### config.mk
export PLATFORM = sky130hd
export DESIGN_NAME = sdi_drv_ctl
export DESIGN_NICKNAME = d
export VERILOG_FILES = /design/src/rtl/drv_ctl_pkg.sv /design/src/rtl/fault_merge.sv /design/src/rtl/los_policy.sv /design/src/rtl/drive_power.sv /design/src/rtl/sdi_drv_ctl.sv
export SDC_FILE = /design/constraint.sdc
export NUM_CORES = 1
export LEC_CHECK = 0
export ABC_AREA = 0
export BUFFER_PORTS_ARGS = -buffer_cell sky130_fd_sc_hd__buf_4
export CAP_MARGIN = 20
export CORE_AREA = 3 3 40 42
export DETAILED_ROUTE_END_ITERATION = 6
export DIE_AREA = 0 0 43 45
export PLACE_DENSITY_LB_ADDON = 0.3
export RECOVER_POWER = 50
export SYNTH_ARGS = -nofsm -noshare
export SYNTH_HDL_FRONTEND = slang
export SYNTH_SLANG_ARGS = --single-unit
### constraint.sdc
create_clock -name clk -period 0.8 [get_ports clk]
set_input_delay 0.08 -clock clk [delete_from_list [all_inputs] [get_ports clk]]
set_output_delay 0.08 -clock clk [all_outputs]
set_load 0.1 [all_outputs]
### src/rtl/drv_ctl_pkg.sv
package drv_ctl_pkg;

  // Returns 1 when a source at level val counts as a live fault.
  function automatic logic src_hit(input logic val, input logic low_default,
                                   input logic dir, input logic mask);
    logic act_lvl;
    act_lvl = (~low_default) ^ dir;
    return (~mask) & (val == act_lvl);
  endfunction

  // Resolves the signal-presence state the control paths should use.
  function automatic logic los_resolve(input logic raw, input logic f_off,
                                       input logic f_on);
    if (f_off)     return 1'b0;
    else if (f_on) return 1'b1;
    else           return raw;
  endfunction

endpackage

### src/rtl/fault_merge.sv
module fault_merge
  import drv_ctl_pkg::*;
#(
  parameter int N_SRC = 5,
  parameter logic [N_SRC-1:0] LOW_DEF = 1
) (
  input  logic             clk,
  input  logic             rst_n,
  input  logic [N_SRC-1:0] src,
  input  logic [N_SRC-1:0] mask,
  input  logic [N_SRC-1:0] dir,
  output logic [N_SRC-1:0] hit_vec,
  output logic             fault_pull
);

  genvar k;
  generate
    for (k = 0; k < N_SRC; k++) begin : g_src
      assign hit_vec[k] = src_hit(src[k], LOW_DEF[k], dir[k], mask[k]);
    end
  endgenerate

  always_ff @(posedge clk or negedge rst_n) begin
    if (!rst_n) fault_pull <= 1'b0;
    else        fault_pull <= |hit_vec;
  end


  full_mask_chk: assert property (@(posedge clk) disable iff (!rst_n)
    (&mask) |=> !fault_pull);


  quiet_hold_chk: assert property (@(posedge clk) disable iff (!rst_n)
    (hit_vec == '0) |=> !fault_pull);

endmodule

### src/rtl/los_policy.sv
module los_policy
  import drv_ctl_pkg::*;
(
  input  logic los_raw,
  input  logic force_off,
  input  logic force_on,
  input  logic mute_sel,
  output logic los_eff,
  output logic mute,
  output logic offset_add
);

  assign los_eff    = los_resolve(los_raw, force_off, force_on);
  assign mute       = ~los_eff & mute_sel;
  assign offset_add = ~los_eff & ~mute_sel;

endmodule

### src/rtl/drive_power.sv
module drive_power #(
  parameter int NUM_OUT = 2
) (
  input  logic               en_pin,
  input  logic               link_en,
  input  logic               los_eff,
  input  logic [NUM_OUT-1:0] pd_req,
  output logic [NUM_OUT-1:0] drv_pd
);

  logic global_off;
  assign global_off = ~en_pin | (link_en & ~los_eff);

  genvar o;
  generate
    for (o = 0; o < NUM_OUT; o++) begin : g_out
      assign drv_pd[o] = global_off | pd_req[o];
    end
  endgenerate

endmodule

### src/rtl/sdi_drv_ctl.sv
module sdi_drv_ctl #(
  parameter int NUM_OUT = 2
) (
  input  logic                 clk,
  input  logic                 rst_n,
  input  logic                 los_raw,
  input  logic [2*NUM_OUT-1:0] term_fault,
  input  logic [2*NUM_OUT:0]   fault_mask,
  input  logic [2*NUM_OUT:0]   fault_dir,
  input  logic                 en_pin,
  input  logic [NUM_OUT-1:0]   pd_req,
  input  logic                 los_pd_link,
  input  logic                 mute_sel,
  input  logic                 force_los_off,
  input  logic                 force_los_on,
  input  logic                 sd_pin,
  input  logic                 sd_bit,
  output logic                 fault_pull,
  output logic [NUM_OUT-1:0]   drv_pd,
  output logic                 mute,
  output logic                 offset_add,
  output logic                 sd_rate,
  output logic                 los_status
);

  localparam int N_TERM = 2 * NUM_OUT;
  localparam int N_SRC  = N_TERM + 1;
  localparam logic [N_SRC-1:0] LOW_DEF = {{N_TERM{1'b0}}, 1'b1};

  logic [N_SRC-1:0] src_vec;
  logic [N_SRC-1:0] hit_vec;
  logic             los_eff;

  assign src_vec = {term_fault, los_raw};

  fault_merge #(.N_SRC(N_SRC), .LOW_DEF(LOW_DEF)) u_fault (
    .clk(clk), .rst_n(rst_n), .src(src_vec), .mask(fault_mask),
    .dir(fault_dir), .hit_vec(hit_vec), .fault_pull(fault_pull)
  );

  los_policy u_los (
    .los_raw(los_raw), .force_off(force_los_off), .force_on(force_los_on),
    .mute_sel(mute_sel), .los_eff(los_eff), .mute(mute),
    .offset_add(offset_add)
  );

  drive_power #(.NUM_OUT(NUM_OUT)) u_pwr (
    .en_pin(en_pin), .link_en(los_pd_link), .los_eff(los_eff),
    .pd_req(pd_req), .drv_pd(drv_pd)
  );

  assign sd_rate    = sd_pin | sd_bit;
  assign los_status = los_raw;


  disable_pd_chk: assert property (@(posedge clk) disable iff (!rst_n)
    !en_pin |-> (&drv_pd));


  mute_offset_excl_chk: assert property (@(posedge clk) disable iff (!rst_n)
    !(mute && offset_add));


  force_off_loss_chk: assert property (@(posedge clk) disable iff (!rst_n)
    force_los_off |-> (mute || offset_add));


  link_loss_pd_chk: assert property (@(posedge clk) disable iff (!rst_n)
    (en_pin && los_pd_link && (mute || offset_add)) |-> (&drv_pd));

endmodule

# --- Word-level counts from Yosys, hierarchy flattened ---
# Index checks and enable logic that the tools add are counted.
word_totals:
  reg_bits: 1
  latchBits: 0
  ram_bits: 0
  romBits: 0
  inputBits: 26
  out_inout_bits: 7
  elab_cells: 33
  mem_count: 0
classes:
  addsub: 0
  n_mul: 0
  div: 0
  order_cmp: 0
  eq_ne: 5
  n_shift: 0
  n_mux: 2
  n_bitwise: 24
  reduce_logical: 1
op_table:
  columns: ["cell", "count"]
  rows:
  - ["NOT 1 bit", 12]
  - ["AND 1 bit", 8]
  - ["== test 1 bit", 5]
  - ["OR reduction 5 bit", 1]
  - ["bitwise OR 1 bit", 4]
  - ["two-way mux 1 bit", 2]

# --- Logic depth before layout (Yosys ltp) ---
depth:
  ltp_word: 6
  mapped_depth: 3
  ltp_nobuf: 3

# --- Hierarchy ---
# Synthesis repeated with hierarchy kept, for this count alone.
unflattened:
  cells_unflattened: 21
  area_unflattened_um2: 172.7
by_module_without_submodules:
  columns: ["mod", "n_inst", "cells_per_inst", "area_per_inst_um2", "seq_area_each_um2"]
  rows:
  - ["fault_merge", 1, 13, 101.3, 25.0]
  - ["drive_power", 1, 3, 28.8, 0.0]
  - ["los_policy", 1, 3, 28.8, 0.0]
  - ["sdi_drv_ctl", 1, 2, 13.8, 0.0]

# --- Worst setup path after synthesis ---
# No wires, ideal clock.
synth_timing:
  path_type: "input to output"
  startpoint: "input port force_los_on"
  endpoint: "output port offset_add"
  t_arrival_ns: 1.608
  required_ns: 0.720
  setup_slack_ns: -0.888
  cell_stages: 2
  n_path_buf: 0
  cell_sequence: "o21bai_1 nor2b_1"
synth_via:
  elab_chain_cells: 4
synth_rtl:
  columns: ["element", "line", "rtl"]
  rows:
  - ["start: declaration", "sdi_drv_ctl.sv:15", "input logic force_los_on,"]
  - ["two-way mux 1 bit", "drv_ctl_pkg.sv:15", "else if (f_on) return 1'b1;"]
  - ["two-way mux 1 bit", "drv_ctl_pkg.sv:14", "if (f_off) return 1'b0;"]
  - ["NOT 1 bit", "los_policy.sv:15", "assign offset_add = ~los_eff & ~mute_sel;"]
  - ["AND 1 bit", "los_policy.sv:15", null]
  - ["end: declaration", "sdi_drv_ctl.sv:21", "output logic offset_add,"]
# No other way between the ends.

# --- Worst setup path in the final report ---
layout_timing:
  startpoint: "input port term_fault[2]"
  endpoint: "register u_fault.fault_pull"
layout_via:
  elab_chain_cells: 3
layout_rtl:
  columns: ["element", "line", "rtl"]
  rows:
  - ["start: declaration", "sdi_drv_ctl.sv:7", "input logic [2*NUM_OUT-1:0] term_fault,"]
  - ["== test 1 bit", "drv_ctl_pkg.sv:8", "return (~mask) & (val == act_lvl);"]
  - ["AND 1 bit", "drv_ctl_pkg.sv:8", null]
  - ["OR reduction 5 bit", "fault_merge.sv:25", "else fault_pull <= |hit_vec;"]
  - ["end signal: assignment", "fault_merge.sv:25", null]
  - ["end: declaration", "fault_merge.sv:13", "output logic fault_pull"]
# No other way between the ends.

==> results.json <==
{
  "slew_headroom": 0.6372,
  "ant_nets": 0,
  "rows": 13,
  "violations": "setup timing",
  "syn_nets": 44,
  "criticalPathCategory": "in -> reg",
  "power.total_w": 0.0005212,
  "post-place-ws_ns": -0.1834,
  "final.setup.tns_ns": -0.1998,
  "seqCellArea_um2": 26.28,
  "vdd_drop_max_mv": 0.4519,
  "core_area_um2": 1285,
  "layout_commonest_cell": "buf_4",
  "grt.overflow.total": 0,
  "cp-start-kind": "primary input",
  "cap_violations": 0,
  "path_cells": "buf_6 -> xnor2_2 -> o22ai_1 -> or3_1",
  "die_w_um": 43,
  "drv_slew": 0,
  "fin_crit_ns": 0.8791,
  "grt_setup_unrepaired": "yes",
  "synthTopCellsByArea": "xnor2_1 24%, dfrtp_1 17%, nand2b_1 8.6%",
  "arrival_ns": 0.75,
  "setup_violations": 4,
  "drc": 0,
  "drtIter0Drc": 0,
  "multi_input_area_um2": 182.7,
  "outcome": "finished, violations left",
  "p_per_area_nw_per_um2": 944.5,
  "final_cell_mix": "20 x buf_4, 5 x buf_6, 4 x buf_12, 3 x xnor2_2",
  "placed_area_um2": 436.7,
  "place_congestion": 0.6498,
  "hold_viol": 0,
  "grt_pass1_wl_mm": 1.186,
  "yosys.area.top_type_share": 0.2414,
  "crit_required_ns": 0.67,
  "netlist_area_um2": 145.1,
  "leakage_nw": 0.2740,
  "slowest_stage": "or3_1",
  "cp_max_fo": 1,
  "ys_seq_area_frac": 0.1724,
  "largest_reg_flops": 1,
  "yosysTopAreaCell": "xnor2_1",
  "synth_warnings": 0,
  "largestRegisters": "u_fault.fault_pull (1)",
  "dp.cells": 64,
  "critPathMaxStageDelay_ns": 0.36,
  "dieArea_um2": 1935,
  "ys_types": 13,
  "fin_area_um2": 551.8,
  "routedWlPerCell_um": 10.72,
  "post-route-period-util": 1.099,
  "regMostFlops": "u_fault.fault_pull",
  "antenna_cells": 0,
  "initial_core_util": 0.1130,
  "area_growth_pct": 280.2,
  "cts.clk_slew.worst_paths_ns": 0,
  "grt_pass1_vias": 272,
  "io_pins": 33,
  "synth_seq_cells": 1,
  "num-fill-cells": 129,
  "synth.avg_cell_area_um2": 8.063,
  "antenna_found_initial": 0,
  "hp-class": "in -> reg",
  "grtUsageTotal": 0.07648,
  "setup_slack_ns": -0.07915,
  "die_h_um": 45,
  "finalWirelength_um": 697,
  "grt_max_degree": 4,
  "synthCells": 18,
  "port-buffer-count": 32,
  "tightest_slew_ns": 0.5465,
  "cts_setup_buffers": 0,
  "fmaxAchievable_mhz": 1137,
  "cp-end-kind": "flop",
  "vias": 265,
  "via_per_inst": 4.077,
  "layoutNonFillerInstCount": 65,
  "drive_gt1_frac": 0.8600,
  "first_pass_iters": 1,
  "nNetsFinal": 78
}
==> layer usage <==
metal	vias to the layer above	GRT usage	share of wire
met4	0	0	0
met3	0	0.03586	0.25
met1	110	0.09592	0.33
li1	125	-	-
met2	30	0.1287	0.43
met5	-	0	0
==> cell usage after synthesis <==
cell type and n:
xnor2_1 4, nand2b_1 2, o22ai_1 2, a21boi_0 1, and2_1 1, buf_4 1, dfrtp_1 1, nor2_1 1
nor2b_1 1, o21bai_1 1, or2_2 1, or3_1 1, xor2_1 1
==> where the power goes <==
group          leakage, nW   total, W  switching (W)  internal (W)
registers          0.00956  0.0000598     0.00000129     0.0000585
logic                0.264   0.000461       0.000248      0.000213
clock network            0          0              0             0
==> final cells by class <==
cell class / instances / area share
well taps: 15 / 0.03401
repair buffers: 33 / 0.5873
multi-input cells: 16 / 0.3311
flip-flops and latches: 1 / 0.04762
==> metrics by stage <==
step,util,hold WS [ns]
final,0.4294,0.4085
after CTS,0.4197,0.4088
after detailed placement,0.3398,-0.1430
after global routing,0.4294,0.4567
after floorplan,-,-0.2156
after global placement,0.3398,-0.1421
==> critical path: cells and delay by family <==
family	cells	cell delay [ns]
AND/OR/NAND/NOR	1	0.36
XOR/XNOR	1	0.13
buffers and inverters	1	0.09
AO/OA/AOI/OAI	1	0.08
==> final timing paths <==
kind | depth (start not counted) | slack [ns] | end | startpoint
worst max-delay path | 4 | -0.08 | u_fault.fault_pull$_DFF_PN0_ | term_fault[2]
worst min-delay path | 3 | 0.41 | u_fault.fault_pull$_DFF_PN0_ | fault_mask[0]
max in group asynchronous | 2 | 0.27 | u_fault.fault_pull$_DFF_PN0_ | rst_n
min in group asynchronous | 2 | 0.44 | u_fault.fault_pull$_DFF_PN0_ | rst_n
==> repair_timing <==
item | 4_1_cts | 5_1_grt
endpoints found under the hold margin | 1 | 0
gates resized for setup | 21 | 3
hold buffers | 1 | 0
pin swaps | 7 | 3
endpoints found under the setup margin | 5 | 5
==> cells by family (layout without fill, tap and decap cells) <==
group           count (synthesis)  count (layout)  synth area share
compound gates                  4               4            0.1897
xor+xnor                        5               5            0.3017
flops                           1               1            0.1724
simple gates                    7               7            0.2846
buf+inv                         1              33           0.05174
No activity file was read; power rests on OpenSTA's default activity.
